File: src/rtl/vid_pkg.sv
package vid_pkg;

    localparam int VID_W = 7;

    typedef enum logic {
        RATE_SLOW = 1'b0,
        RATE_FAST = 1'b1
    } rate_e;

    // One code toward the goal; equal codes stay put.
    function automatic logic [VID_W-1:0] step_toward(
        input logic [VID_W-1:0] cur,
        input logic [VID_W-1:0] goal
    );
        if (goal > cur)
            return cur + VID_W'(1);
        else if (goal < cur)
            return cur - VID_W'(1);
        else
            return cur;
    endfunction

endpackage

File: src/rtl/vid_deglitch.sv
module vid_deglitch #(
    parameter int               VID_W      = 7,
    parameter int               DEG_CYC    = 50,
    parameter logic [VID_W-1:0] RESET_CODE = '0
) (
    input  logic             clk,
    input  logic             rst_n,
    input  logic [VID_W-1:0] vid_i,
    output logic             chg_o,
    output logic             acc_o,
    output logic [VID_W-1:0] acc_code_o
);
    localparam int CW = $clog2(DEG_CYC + 1);

    typedef struct packed {
        logic [VID_W-1:0] last;
        logic [CW-1:0]    cnt;
        logic             pend;
        logic             chg;
        logic             acc;
        logic [VID_W-1:0] code;
    } dg_state_t;

    dg_state_t q, d;

    always_comb begin
        d     = q;
        d.chg = 1'b0;
        d.acc = 1'b0;
        if (vid_i != q.last) begin
            // any movement restarts the skew window
            d.last = vid_i;
            d.cnt  = CW'(DEG_CYC);
            d.pend = 1'b1;
            d.chg  = 1'b1;
        end else if (q.pend) begin
            if (q.cnt <= CW'(1)) begin
                d.acc  = 1'b1;
                d.code = q.last;
                d.pend = 1'b0;
            end else begin
                d.cnt = q.cnt - CW'(1);
            end
        end
    end

    always_ff @(posedge clk) begin
        if (!rst_n) begin
            q.last <= RESET_CODE;
            q.cnt  <= '0;
            q.pend <= 1'b0;
            q.chg  <= 1'b0;
            q.acc  <= 1'b0;
            q.code <= RESET_CODE;
        end else begin
            q <= d;
        end
    end

    assign chg_o      = q.chg;
    assign acc_o      = q.acc;
    assign acc_code_o = q.code;

endmodule

File: src/rtl/vid_step_engine.sv
module vid_step_engine
    import vid_pkg::*;
#(
    parameter int               VID_W      = 7,
    parameter int               SLOW_CYC   = 500,
    parameter int               FAST_CYC   = 125,
    parameter logic [VID_W-1:0] RESET_CODE = '0
) (
    input  logic             clk,
    input  logic             rst_n,
    input  logic             acc_i,
    input  logic [VID_W-1:0] acc_code_i,
    input  logic             sleep_i,
    input  logic             boot_i,
    output logic [VID_W-1:0] cur_o,
    output logic             busy_o,
    output logic             step_o
);
    localparam int MAXC = (SLOW_CYC > FAST_CYC) ? SLOW_CYC : FAST_CYC;
    localparam int TW   = $clog2(MAXC + 1);

    typedef struct packed {
        logic [VID_W-1:0] cur;
        logic [VID_W-1:0] tgt;
        rate_e            rate;
        logic [TW-1:0]    tmr;
        logic             step;
    } st_state_t;

    st_state_t q, d;
    rate_e     new_rate;

    // Rate for a freshly accepted code: boot, then direction, then sleep.
    always_comb begin
        if (boot_i)
            new_rate = RATE_SLOW;
        else if (acc_code_i < q.cur)
            new_rate = sleep_i ? RATE_SLOW : RATE_FAST;
        else
            new_rate = RATE_SLOW;
    end

    always_comb begin
        d      = q;
        d.step = 1'b0;
        if (acc_i) begin
            d.tgt  = acc_code_i;
            d.rate = new_rate;
            d.tmr  = (new_rate == RATE_FAST) ? TW'(FAST_CYC) : TW'(SLOW_CYC);
        end else if (q.cur != q.tgt) begin
            if (q.tmr <= TW'(1)) begin
                d.cur  = step_toward(q.cur, q.tgt);
                d.step = 1'b1;
                d.tmr  = (q.rate == RATE_FAST) ? TW'(FAST_CYC) : TW'(SLOW_CYC);
            end else begin
                d.tmr = q.tmr - TW'(1);
            end
        end
    end

    always_ff @(posedge clk) begin
        if (!rst_n) begin
            q.cur  <= RESET_CODE;
            q.tgt  <= RESET_CODE;
            q.rate <= RATE_SLOW;
            q.tmr  <= '0;
            q.step <= 1'b0;
        end else begin
            q <= d;
        end
    end

    assign cur_o  = q.cur;
    assign busy_o = (q.cur != q.tgt);
    assign step_o = q.step;

endmodule

File: src/rtl/pg_mask_timer.sv
module pg_mask_timer #(
    parameter int MASK_CYC = 12500
) (
    input  logic clk,
    input  logic rst_n,
    input  logic chg_i,
    input  logic step_i,
    output logic mask_o
);
    localparam int MW = $clog2(MASK_CYC + 1);

    typedef struct packed {
        logic [MW-1:0] cnt;
    } mk_state_t;

    mk_state_t q, d;

    always_comb begin
        d = q;
        if (chg_i || step_i)
            d.cnt = MW'(MASK_CYC);
        else if (q.cnt != '0)
            d.cnt = q.cnt - MW'(1);
    end

    always_ff @(posedge clk) begin
        if (!rst_n)
            q.cnt <= '0;
        else
            q <= d;
    end

    assign mask_o = (q.cnt != '0);

endmodule

File: src/rtl/vid_slew_stepper.sv
module vid_slew_stepper #(
    parameter int               VID_W        = 7,
    parameter int               CLK_MHZ      = 125,
    parameter int               DEGLITCH_NS  = 400,
    parameter int               SLOW_STEP_NS = 4000,
    parameter int               FAST_STEP_NS = 1000,
    parameter int               MASK_NS      = 100000,
    parameter logic [VID_W-1:0] RESET_CODE   = 7'd40
) (
    input  logic             clk,
    input  logic             rst_n,
    input  logic [VID_W-1:0] vid_i,
    input  logic             sleep_i,
    input  logic             boot_i,
    output logic [VID_W-1:0] target_o,
    output logic             busy_o,
    output logic             pgmask_o
);
    localparam int DEG_CYC  = (CLK_MHZ * DEGLITCH_NS + 999) / 1000;
    localparam int SLOW_CYC = (CLK_MHZ * SLOW_STEP_NS + 999) / 1000;
    localparam int FAST_CYC = (CLK_MHZ * FAST_STEP_NS + 999) / 1000;
    localparam int MASK_CYC = (CLK_MHZ * MASK_NS + 999) / 1000;

    logic             chg_w;
    logic             acc_w;
    logic [VID_W-1:0] acc_code_w;
    logic             step_w;

    vid_deglitch #(
        .VID_W      (VID_W),
        .DEG_CYC    (DEG_CYC),
        .RESET_CODE (RESET_CODE)
    ) u_dg (
        .clk        (clk),
        .rst_n      (rst_n),
        .vid_i      (vid_i),
        .chg_o      (chg_w),
        .acc_o      (acc_w),
        .acc_code_o (acc_code_w)
    );

    vid_step_engine #(
        .VID_W      (VID_W),
        .SLOW_CYC   (SLOW_CYC),
        .FAST_CYC   (FAST_CYC),
        .RESET_CODE (RESET_CODE)
    ) u_step (
        .clk        (clk),
        .rst_n      (rst_n),
        .acc_i      (acc_w),
        .acc_code_i (acc_code_w),
        .sleep_i    (sleep_i),
        .boot_i     (boot_i),
        .cur_o      (target_o),
        .busy_o     (busy_o),
        .step_o     (step_w)
    );

    pg_mask_timer #(
        .MASK_CYC (MASK_CYC)
    ) u_mask (
        .clk    (clk),
        .rst_n  (rst_n),
        .chg_i  (chg_w),
        .step_i (step_w),
        .mask_o (pgmask_o)
    );

endmodule

File: config.mk
export PLATFORM = sky130hd
export DESIGN_NAME = vid_slew_stepper
export DESIGN_NICKNAME = d
export VERILOG_FILES = /design/src/rtl/vid_pkg.sv /design/src/rtl/vid_deglitch.sv /design/src/rtl/vid_step_engine.sv /design/src/rtl/pg_mask_timer.sv /design/src/rtl/vid_slew_stepper.sv
export SDC_FILE = /design/constraint.sdc
export NUM_CORES = 1
export LEC_CHECK = 0
export ABC_CLOCK_PERIOD_IN_PS = 3800
export BUFFER_PORTS_ARGS = -buffer_cell sky130_fd_sc_hd__buf_2
export CORE_UTILIZATION = 60
export DETAILED_ROUTE_END_ITERATION = 8
export PLACE_DENSITY = 0.82
export SYNTH_ARGS = -nofsm -noshare
export SYNTH_HDL_FRONTEND = slang
export SYNTH_SLANG_ARGS = --single-unit
File: constraint.sdc
create_clock -name clk -period 3.8 [get_ports clk]
set_input_delay 1.14 -clock clk [delete_from_list [all_inputs] [get_ports clk]]
set_output_delay 1.14 -clock clk [all_outputs]
set_load 0.005 [all_outputs]
==> results of run 1 <==
where the power goes:
group	switching (mW)	total (mW)	internal, mW
Clock	0.249	0.535	0.285
Sequential	0.127	0.882	0.755
Combinational	0.860	1.52	0.658
final timing paths:
| check | startpoint | end | slack [ns] | depth (start not counted) |
|---|---|---|---|---|
| max | u_step.cur_o[1] | busy_o | 0.45 | 7 |
| min | u_step.q[16] | u_step.q[16] | 0.49 | 2 |
| max reg2reg | u_step.cur_o[1] | u_step.cur_o[6] | 0.52 | 13 |
| min reg2reg | u_step.q[16] | u_step.q[16] | 0.49 | 2 |
flip-flops by register name, indices dropped and copies added (netlist names):
name             flops
u_dg.acc_code_o      7
u_dg.acc_o           1
u_dg.chg_o           1
u_dg.q              14
u_mask.q            14
u_step.cur_o         7
u_step.q            17
u_step.step_o        1
cell type report:
| type | instances | area (µm²) | share of cell area |
|---|---|---|---|
| multi-input cells | 272 | 1880 | 0.522 |
| well taps | 70 | 87.6 | 0.0243 |
| repair buffers | 25 | 140 | 0.0389 |
| inverters | 18 | 67.6 | 0.0188 |
| clock buffers | 12 | 165 | 0.0459 |
| clock inverters | 3 | 18.8 | 0.00521 |
| flip-flops and latches | 62 | 1240 | 0.345 |
synthesized netlist by cell type, types with 2 or more instances:
cell / n / area, µm²
nand2_1: 20 / 75.1
o31ai_1: 3 / 22.5
a21o_1: 2 / 15.0
o21a_1: 4 / 30.0
a21oi_1: 24 / 120
ha_1: 24 / 300
nor2_1: 49 / 184
nor3b_1: 2 / 15.0
nor4_1: 5 / 31.3
o2111a_1: 2 / 22.5
nand4b_1: 2 / 17.5
dfxtp_1: 62 / 1240
buf_4: 7 / 52.6
nand4_1: 4 / 25.0
clkbuf_1: 7 / 26.3
a2111oi_0: 3 / 26.3
clkinv_1: 3 / 11.3
or3_1: 2 / 12.5
or2_2: 2 / 12.5
mux2i_1: 16 / 160
and3_1: 2 / 12.5
o21ai_0: 16 / 80.1
or4_1: 6 / 45.0
and2_1: 5 / 31.3
nor3_1: 5 / 25.0
a31oi_1: 4 / 25.0
o211ai_1: 6 / 45.0
nor2b_1: 2 / 12.5
a211oi_1: 7 / 52.6
inv_1: 15 / 56.3
xor2_1: 7 / 61.3
nand3_1: 5 / 25.0
xnor2_1: 18 / 158
nand2b_1: 4 / 25.0
logic make-up (layout without fill, tap and decap cells):
family | after synthesis | after routing | share of synthesized area
adder cells (fa/ha/maj) | 25 | 25 | 0.0979
AO/OA/AOI/OAI | 84 | 84 | 0.166
buffers and inverters | 33 | 58 | 0.0459
AND/OR/NAND/NOR | 121 | 121 | 0.192
flip-flops | 62 | 62 | 0.379
XOR/XNOR | 25 | 25 | 0.0669
multiplexers | 17 | 17 | 0.0524
cells in the final DEF (no fill, tap or decap), types with 6 or more instances in the layout:
cell type  count
mux2i_1       16
ha_1          24
o21ai_0       16
nor2_1        49
inv_1         15
o211ai_1       6
a21oi_1       24
nand2_1       20
buf_2         19
buf_4          6
dfxtp_1       62
xnor2_1       18
a211oi_1       7
clkbuf_8      12
or4_1          6
xor2_1         7
worst max-delay path, stage by stage, from the launching register on:
cell	delay (ns)
dfxtp_1	0.43
inv_1	0.10
ha_1	0.31
nand3_1	0.18
nor2_1	0.35
clkinv_1	0.17
buf_4	0.20
buf_2	0.13
per-layer routing:
metal  global-route usage  wire, µm  part of all wire  vias up
met3               0.0794       317             0.048       10
met5                    0         0                 0        -
met1                0.316      2990              0.45     1275
li1                     -         -                 -     1354
met2                0.414      3230              0.49       59
met4               0.0905       114             0.017        0
==> metrics.md, run 1 <==
| Metric | Value |
|---|---|
| Share of layout cells above drive strength 1 | `0.122` |
| Die Height | `75.8 µm` |
| PwrDens | `815 nW/µm²` |
| Root buffer cell | `clkbuf_8` |
| Htree depth | `3` |
| Post-route cell area | `3600 µm²` |
| Tot Pwr | `2.93 mW` |
| Placed cells | `447` |
| DRT antenna net count | `0` |
| Fmax | `299 MHz` |
| CP startpoint kind | `register` |
| Overall routing resource usage | `0.254` |
| Overflow after GRT | `0` |
| Final RePlAce weighted congestion | `around 0.90` |
| Setup_tns | `0 ns` |
| Post-cts sizing count | `0` |
| Setup-failing EPs final | `0` |
| Critical path type | `register to primary output` |
| Finished Layout Cells | `462` |
| Post-Synthesis Cell Area | `3270 µm²` |
| Min Tclk post-route | `between 3 and 4 ns` |
| CP Data Arrival Time | `2.21 ns` |
| Clk buf depth | `2` |
| IO Pins | `20` |
| Post-Syn Nets | `403` |
| Post-synth ARST share | `0` |
| Skew final | `0.00766 ns` |
| Clock Sinks | `between 60 and 70` |
| Port Buffers | `19` |
| Largest net degree at the start of global routing | `21` |
| DP Worst Slack | `0.602 ns` |
| Clk slew on worst S/H paths | `around 0.060 ns` |
| Layout area overhead | `10.1%` |
| Clock latency on the worst-skew pair | `0.34 ns` |
| Initial antenna violation count | `0` |
| Post-synthesis sequential area ratio | `0.379` |
| Starting Density | `0.633` |
| Core Util, Final | `0.696` |
| Status | `finished, final reports clean` |
| CTS Buf Count | `9` |
| Seq cells post-synth | `between 60 and 70` |
| Period utilization | `0.881` |
| Post-detail-place hpwl | `4890 µm` |
| MaxCap Viol Count | `0` |
| Detailed-route DRC error count | `0` |
| CP Capture Type | `primary output` |
| Crit Path Max Fanout | `9` |
| Fillers | `415` |
| Syn Inst Count | `367` |
| First-pass GRT wire length | `10800 µm` |
| Avg Inst Size Synth | `8.92 µm²` |
| Router iterations before antenna repair | `4` |
| Synth unique cells | `56` |
| CTS tree | `built` |
| CP required | `2.66 ns` |
| Starting DRC count in detailed routing | `approximately 150` |
| Vias/cell | `5.84` |
| Avg WL per Cell | `14.4 µm` |
| Peak supply drop | `about 0.44 mV` |
| Hold Fails Final Rpt | `0` |
| Die width | `75.8 µm` |
| Vias in the first global route | `2400` |
| Postcts setup bufs | `0` |
| WL final | `6650 µm` |
| Die area | `5750 µm²` |
| RSZ-0062 raised after global routing | `false` |
| Post-DP Area | `3420 µm²` |
| Hold Crit Class | `register to register` |
| Main flop type after synthesis | `dfxtp_1` |
| YS warnings | `0` |
| Core box area | `5170 µm²` |
| Slack of the critical path | `0.452 ns` |
| Via count | `2698` |
| Antenna cells | `0` |
| FP Rows | `26` |
| Count of nets after finishing | `424` |
| Max_slew headroom | `0.586` |
| Least-Margin Pin Slew | `0.615 ns` |
| Worst hold slack | `0.486 ns` |
| Number of synthesized flops with an enable pin | `0` |
| Final slew viol count | `0` |
| Leak Pwr | `between 1 and 1.5 nW` |
| CTS Hold Bufs | `0` |
No activity file was read; power rests on OpenSTA's default activity.
==> run 2, diff against run 1 <==
--- a/config.mk
+++ b/config.mk
@@ -7,9 +7,10 @@
 export LEC_CHECK = 0
 export ABC_CLOCK_PERIOD_IN_PS = 3800
 export BUFFER_PORTS_ARGS = -buffer_cell sky130_fd_sc_hd__buf_2
-export CORE_UTILIZATION = 60
+export CORE_MARGIN = 2
+export CORE_UTILIZATION = 45
 export DETAILED_ROUTE_END_ITERATION = 8
-export PLACE_DENSITY = 0.82
+export PLACE_DENSITY = 0.65
 export SYNTH_ARGS = -nofsm -noshare
 export SYNTH_HDL_FRONTEND = slang
 export SYNTH_SLANG_ARGS = --single-unit
==> constraint.sdc (replaced) <==
create_clock -name clk -period 3.8 [get_ports clk]
set_input_delay 0.38 -clock clk [delete_from_list [all_inputs] [get_ports clk]]
set_output_delay 0.38 -clock clk [all_outputs]
set_load 0.005 [all_outputs]
==> run 2 against run 1 <==
Maximum frequency grew 11%. Register-to-register slack gained 0.25 ns. Clock power shrank 16%. Flip-flop and latch count is the same. Hold slack lost 0.22 ns. Routed wire length grew 0.54%. Sequential share of layout area is essentially flat. Combinational power is essentially flat. Power shrank 2.3%. Die area grew 39%.
==> metrics.md, run 2 (synthesis gave the netlist of run 1 again) <==
| Metric | Value |
|---|---|
| Slack of the critical path | `0.770 ns (+0.319 ns)` |
| Core Util, Final | `0.504 (-0.192)` |
| Avg WL per Cell | `13.7 µm (-5.0%)` |
| Overflow after GRT | `0 (unchanged)` |
| Die area | `7970 µm² (+39%)` |
| PwrDens | `797 nW/µm² (-2.1%)` |
| Post-detail-place hpwl | `4920 µm (+0.58%)` |
| First-pass GRT wire length | `11400 µm (+5.2%)` |
| DRT antenna net count | `0 (unchanged)` |
| Final RePlAce weighted congestion | `0.854 (-4.6%)` |
| Min Tclk post-route | `3.03 ns (-0.319 ns)` |
| Setup-failing EPs final | `0 (unchanged)` |
| Leak Pwr | `1.42 nW (-1.4%)` |
| CP max-delay cell | `dfxtp_1` |
| Multi-input logic area | `1880 µm² (unchanged)` |
| Root buffer cell | `clkbuf_8` |
| Crit Path Max Fanout | `8 (-1)` |
| Core box area | `7140 µm² (+38%)` |
| Register bank with the most flops | `u_step.q` |
| FP Rows | `31 (+19%)` |
| Detailed-route DRC error count | `0 (unchanged)` |
| Met1 WL | `3340 µm (+12%)` |
| Reg area | `1240 µm² (unchanged)` |
| Buffers plus inverters on the worst setup path | `3 (-1)` |
| Slowest Stage Delay on Critical Path | `0.46 ns (+0.03 ns)` |
| Die width | `89.3 µm (+18%)` |
| Vias/cell | `5.41 (-7.3%)` |
| Starting Density | `0.458 (-0.174)` |
| WL final | `6690 µm (+0.54%)` |
| Fmax | `330 MHz (+11%)` |
| Final slew viol count | `0 (unchanged)` |
| Port Buffers | `19 (unchanged)` |
| RSZ-0062 raised after global routing | `false` |
| Met3 wire len | `163 µm (-49%)` |
| Commonest non-fill, non-tap cell in the layout | `dfxtp_1` |
| Worst-path cell chain | `inv_1, ha_1, nand3_1, nor2_1, clkinv_1, o31ai_1, buf_4, ha_1, a211oi_1, o21a_1, nor4_1, mux2_2, mux2i_1` |
| WL met2 | `3090 µm (-4.3%)` |
| Largest net degree at the start of global routing | `35 (+67%)` |
| Biggest regs | `u_step.q x17, u_dg.q x14, u_mask.q x14` |
| Initial antenna violation count | `0 (unchanged)` |
| Starting DRC count in detailed routing | `100 (-32%)` |
| Clk buf depth | `2 (unchanged)` |
| Clk slew on worst S/H paths | `0.06 ns (about the same)` |
| Router iterations before antenna repair | `4 (unchanged)` |
| Finished Layout Cells | `489 (+5.8%)` |
| Post-route cell area | `3600 µm² (-0.14%)` |
| Max reg flops | `17 (unchanged)` |
| Top delay family on crit path | `compound AO/OA/AOI/OAI gates` |
| Status | `finished, final reports clean` |
| Overall routing resource usage | `0.184 (-0.0703)` |
| CP Data Arrival Time | `3.25 ns (+1.04 ns)` |
| DP Worst Slack | `0.841 ns (+0.239 ns)` |
| Most frequent cells in the layout | `dfxtp_1, nor2_1, a21oi_1, ha_1, nand2_1` |
| Count of nets after finishing | `424 (unchanged)` |
| Top Metal Used | `met4` |
| CTS tree | `built` |
| IO Pins | `20 (unchanged)` |
| Post-DP Area | `3450 µm² (+1.1%)` |
| CTS Buf Count | `9 (unchanged)` |
| Layout area overhead | `9.90%` |
| Via count | `2646 (-1.9%)` |
| Setup_tns | `0 ns (unchanged)` |
| Fillers | `722 (+74%)` |
| CP startpoint kind | `register` |
| Antenna cells | `0 (unchanged)` |
| Hold Crit Class | `input pin to register` |
| Clock latency on the worst-skew pair | `0.33 ns (about the same)` |
| CP required | `4.02 ns (+1.36 ns)` |
| Placed cells | `476 (+6.5%)` |
| Period utilization | `0.797 (-0.0838)` |
| Htree depth | `3 (unchanged)` |
| Hold Fails Final Rpt | `0 (unchanged)` |
| Peak supply drop | `0.290 mV (-35%)` |
| Vias in the first global route | `2494 (+3.9%)` |
| Max_slew headroom | `0.553 (-0.0332)` |
| Die Height | `89.3 µm (+18%)` |
| Least-Margin Pin Slew | `0.665 ns (+0.0494 ns)` |
| Skew final | `0.00818 ns (+0.000521 ns)` |
| Cell mode on critical path | `ha_1` |
| Share of layout cells above drive strength 1 | `0.115 (-0.00706)` |
| Post-cts sizing count | `0 (unchanged)` |
| CP Capture Type | `register` |
| Postcts setup bufs | `0 (unchanged)` |
| Critical path type | `register to register` |
| MaxCap Viol Count | `0 (unchanged)` |
| CTS Hold Bufs | `0 (unchanged)` |
| Clock Sinks | `62 (unchanged)` |
[run 2: path summary, 6_finish.rpt]
path	startpoint	end	slack (ns)	depth (start not counted)
worst max-delay path	u_step.cur_o[1]	u_step.cur_o[6]	0.77	13
worst min-delay path	vid_i[5]	u_dg.q[21]	0.26	2
worst max register to register	u_step.cur_o[1]	u_step.cur_o[6]	0.77	13
worst min register to register	u_step.cur_o[6]	u_step.cur_o[6]	0.47	2
[run 2: final cells by class]
class	instances	area share
repair buffers	25	0.0390
clock buffers	10	0.0355
inverters	18	0.0188
multi-input cells	272	0.523
well taps	99	0.0344
flip-flops and latches	62	0.345
clock inverters	3	0.00418
[run 2: report_power, final]
part           switching [mW]  internal (mW)  total (mW)
clock network           0.228          0.222       0.450
logic                   0.874          0.663        1.54
registers               0.125          0.756       0.881
[run 2: worst reg2reg max path, delay by kind of cell (launching register included)]
family | cells | cell delay, ns
flops | 1 | 0.46
mux | 2 | 0.41
simple gates | 3 | 0.39
compound gates | 3 | 0.64
buf+inv | 3 | 0.43
fa+ha+maj | 2 | 0.60
[run 2: metal layers]
| metal | track usage | up-vias |
|---|---|---|
| met2 | 0.290 | 32 |
| met5 | 0 | - |
| met4 | 0.0760 | 0 |
| li1 | - | 1352 |
| met1 | 0.247 | 1253 |
| met3 | 0.0342 | 9 |
[run 2: through the flow]
stage               hold slack [ns]  power, mW
floorplan                     0.446       2.03
global route                  0.252       3.13
CTS                           0.247       2.86
global placement              0.458       2.39
detailed placement            0.463       2.40
finish                        0.261       2.87
==> run 3, diff against run 2 <==
--- a/config.mk
+++ b/config.mk
@@ -5,12 +5,12 @@
 export SDC_FILE = /design/constraint.sdc
 export NUM_CORES = 1
 export LEC_CHECK = 0
-export ABC_CLOCK_PERIOD_IN_PS = 3800
+export ABC_CLOCK_PERIOD_IN_PS = 2600
 export BUFFER_PORTS_ARGS = -buffer_cell sky130_fd_sc_hd__buf_2
 export CORE_MARGIN = 2
 export CORE_UTILIZATION = 45
 export DETAILED_ROUTE_END_ITERATION = 8
-export PLACE_DENSITY = 0.65
+export PLACE_DENSITY = 0.67
 export SYNTH_ARGS = -nofsm -noshare
 export SYNTH_HDL_FRONTEND = slang
 export SYNTH_SLANG_ARGS = --single-unit
==> constraint.sdc (replaced) <==
create_clock -name clk -period 2.6 [get_ports clk]
set_input_delay 0.26 -clock clk [delete_from_list [all_inputs] [get_ports clk]]
set_output_delay 0.26 -clock clk [all_outputs]
set_load 0.005 [all_outputs]
==> run 3 against run 2 <==
The run now ends with setup timing left. Critical path depth is 1 lower. Setup slack worse by 0.83 ns. Hold slack worse by 0.13 ns. Die area stayed put. Utilization is 6.4 points higher. Combinational power is 100% higher. Sequential power is 44% higher. First-iteration DRC count is 59% higher. Clock skew is 0.0044 ns higher. Register-to-register slack worse by 0.83 ns. Critical endpoint unchanged. Largest cell class unchanged. Highest routed layer unchanged.
==> metrics.md, run 3 (synthesis gave the netlist of run 1 again) <==
| Metric | Value |
|---|---|
| Count of nets after finishing | `455 (+7.3%)` |
| First-pass GRT wire length | `12100 µm (+6.3%)` |
| Initial antenna violation count | `0 (unchanged)` |
| WL final | `7270 µm (+8.8%)` |
| Peak supply drop | `0.589 mV (+100%)` |
| FP Rows | `31 (unchanged)` |
| Largest net degree at the start of global routing | `23 (-34%)` |
| Detailed-route DRC error count | `0 (unchanged)` |
| Reg area | `1250 µm² (+0.40%)` |
| Port Buffers | `19 (unchanged)` |
| Slowest Stage Delay on Critical Path | `0.39 ns (-0.07 ns)` |
| Root buffer cell | `clkbuf_8` |
| Final RePlAce weighted congestion | `0.853 (about the same)` |
| CP startpoint kind | `register` |
| Overall routing resource usage | `0.196 (+0.0129)` |
| Share of layout cells above drive strength 1 | `0.248 (+0.132)` |
| DP Worst Slack | `-0.0833 ns (-0.924 ns)` |
| Starting Density | `0.458 (unchanged)` |
| Layout area overhead | `23.9%` |
| Worst-path cell chain | `inv_1, ha_1, nand3b_1, a21oi_2, o31ai_4, buf_6, fa_2, a211oi_4, o21a_1, nor4_1, mux2_4, mux2i_1` |
| Top delay family on crit path | `compound AO/OA/AOI/OAI gates` |
| CTS tree | `built` |
| Tot Pwr | `5.26 mW (+83%)` |
| Antenna cells | `0 (unchanged)` |
| MaxCap Viol Count | `0 (unchanged)` |
| Failing checks | `setup timing` |
| Slack of the critical path | `-0.0636 ns (-0.834 ns)` |
| Multi-input logic area | `2040 µm² (+8.6%)` |
| PwrDens | `1300 nW/µm² (+63%)` |
| Core box area | `7140 µm² (unchanged)` |
| Clock latency on the worst-skew pair | `0.34 ns (about the same)` |
| Final slew viol count | `0 (unchanged)` |
| Setup-failing EPs final | `1 (+1)` |
| Hold Fails Final Rpt | `0 (unchanged)` |
| IO Pins | `20 (unchanged)` |
| Least-Margin Pin Slew | `0.679 ns (+0.0138 ns)` |
| RSZ-0062 raised after global routing | `true` |
| CTS Buf Count | `9 (unchanged)` |
| Max reg flops | `17 (unchanged)` |
| Critical path type | `register to register` |
| Die area | `7970 µm² (unchanged)` |
| Avg WL per Cell | `13.9 µm (+1.7%)` |
| Min Tclk post-route | `2.66 ns (-0.366 ns)` |
| Post-detail-place hpwl | `5180 µm (+5.4%)` |
| Commonest non-fill, non-tap cell in the layout | `dfxtp_1` |
| Vias/cell | `5.31 (-1.9%)` |
| Router iterations before antenna repair | `5 (+1)` |
| Vias in the first global route | `2605 (+4.5%)` |
| DRT antenna net count | `0 (unchanged)` |
| CP max-delay cell | `fa_2` |
| Starting DRC count in detailed routing | `159 (+59%)` |
| Register bank with the most flops | `u_step.q` |
| CP required | `2.83 ns (-1.19 ns)` |
| CP Data Arrival Time | `2.90 ns (-0.35 ns)` |
| Hold Crit Class | `input pin to register` |
| Most frequent cells in the layout | `dfxtp_1, nor2_1, buf_4` |
| Via count | `2775 (+4.9%)` |
| Clk buf depth | `2 (unchanged)` |
| Max_slew headroom | `0.543 (-0.00929)` |
| Clk slew on worst S/H paths | `0.08 ns (+0.02 ns)` |
| Fmax | `375 MHz (+14%)` |
| Biggest regs | `u_step.q x17, u_dg.q x14, u_mask.q x14` |
| Status | `finished with violations` |
| Overflow after GRT | `0 (unchanged)` |
| CP Capture Type | `register` |
| Fillers | `653 (-9.6%)` |
| Buffers plus inverters on the worst setup path | `2 (-1)` |
| Die Height | `89.3 µm (unchanged)` |
| Leak Pwr | `1.61 nW (+13%)` |
| Htree depth | `3 (unchanged)` |
| Skew final | `0.0125 ns (+0.00435 ns)` |
| Crit Path Max Fanout | `7 (-1)` |
| Period utilization | `1.02 (+0.227)` |
| Clock Sinks | `62 (unchanged)` |
| Die width | `89.3 µm (unchanged)` |
[run 3: cell count changes in the layout (fill, tap and decap cells not counted), moves of 4 or more]
| cell | change |
|---|---|
| ha_1 | -8 |
| dfxtp_2 | +4 |
| dfxtp_1 | -4 |
| inv_1 | -4 |
| inv_2 | +4 |
| buf_4 | +29 |
| ha_4 | +8 |
[run 3: worst reg2reg max path, cell delays in order, from the launching register on]
cell,delay [ns]
dfxtp_1,0.33
inv_1,0.07
ha_1,0.31
nand3b_1,0.11
a21oi_2,0.20
o31ai_4,0.07
buf_6,0.14
fa_2,0.39
a211oi_4,0.28
o21a_1,0.19
nor4_1,0.07
mux2_4,0.30
mux2i_1,0.12
[run 3: area by class of cell]
class,count,area share
multi-input cells,272,0.504
flip-flops and latches,62,0.307
repair buffers,56,0.0938
clock buffers,10,0.0315
well taps,99,0.0306
inverters,18,0.0179
clock inverters,6,0.0151
[run 3: layer usage]
metal	vias to the layer above	GRT usage	part of all wire
li1	1410	-	-
met1	1269	0.263	0.48
met2	78	0.311	0.45
met3	18	0.0351	0.047
met4	0	0.0841	0.023
met5	-	0	0
[run 3: where the power goes]
| group | switching, mW | internal (mW) | total [mW] | leakage, nW |
|---|---|---|---|---|
| registers | 0.162 | 1.11 | 1.27 | 0.509 |
| clock network | 0.393 | 0.441 | 0.834 | 0.0964 |
| logic | 1.61 | 1.54 | 3.15 | 1.00 |
| total | 2.16 | 3.09 | 5.26 | 1.61 |
[run 3: through the flow]
stage	instances	util	TNS [ns]	hold WS, ns	instance area, µm²
CTS	520	0.556	-0.0159	0.120	3970
floorplan	367	-	-0.0132	0.361	3360
finish	523	0.568	-0.0636	0.131	4050
global route	523	0.568	-0.424	0.123	4050
global placement	498	0.519	-0.0302	0.469	3710
detailed placement	498	0.519	-0.0833	0.474	3710
[run 3: worst paths after layout]
path                   startpoint              end  slack, ns  depth (start not counted)
setup / recovery  u_step.cur_o[1]  u_step.cur_o[6]      -0.06                         12
hold / removal           vid_i[3]       u_dg.q[19]       0.13                          2
setup reg to reg  u_step.cur_o[1]  u_step.cur_o[6]      -0.06                         12
hold reg to reg      u_mask.q[12]     u_mask.q[12]       0.50                          2
[run 3: what timing repair did]
| item | 4_1_cts | 5_1_grt |
|---|---|---|
| setup endpoints to repair | 1 | 4 |
| buffers inserted | 6 | 3 |
| gates resized for setup | 3 | 9 |
| pin swaps | 8 | 10 |
| hold buffers | 0 | 0 |
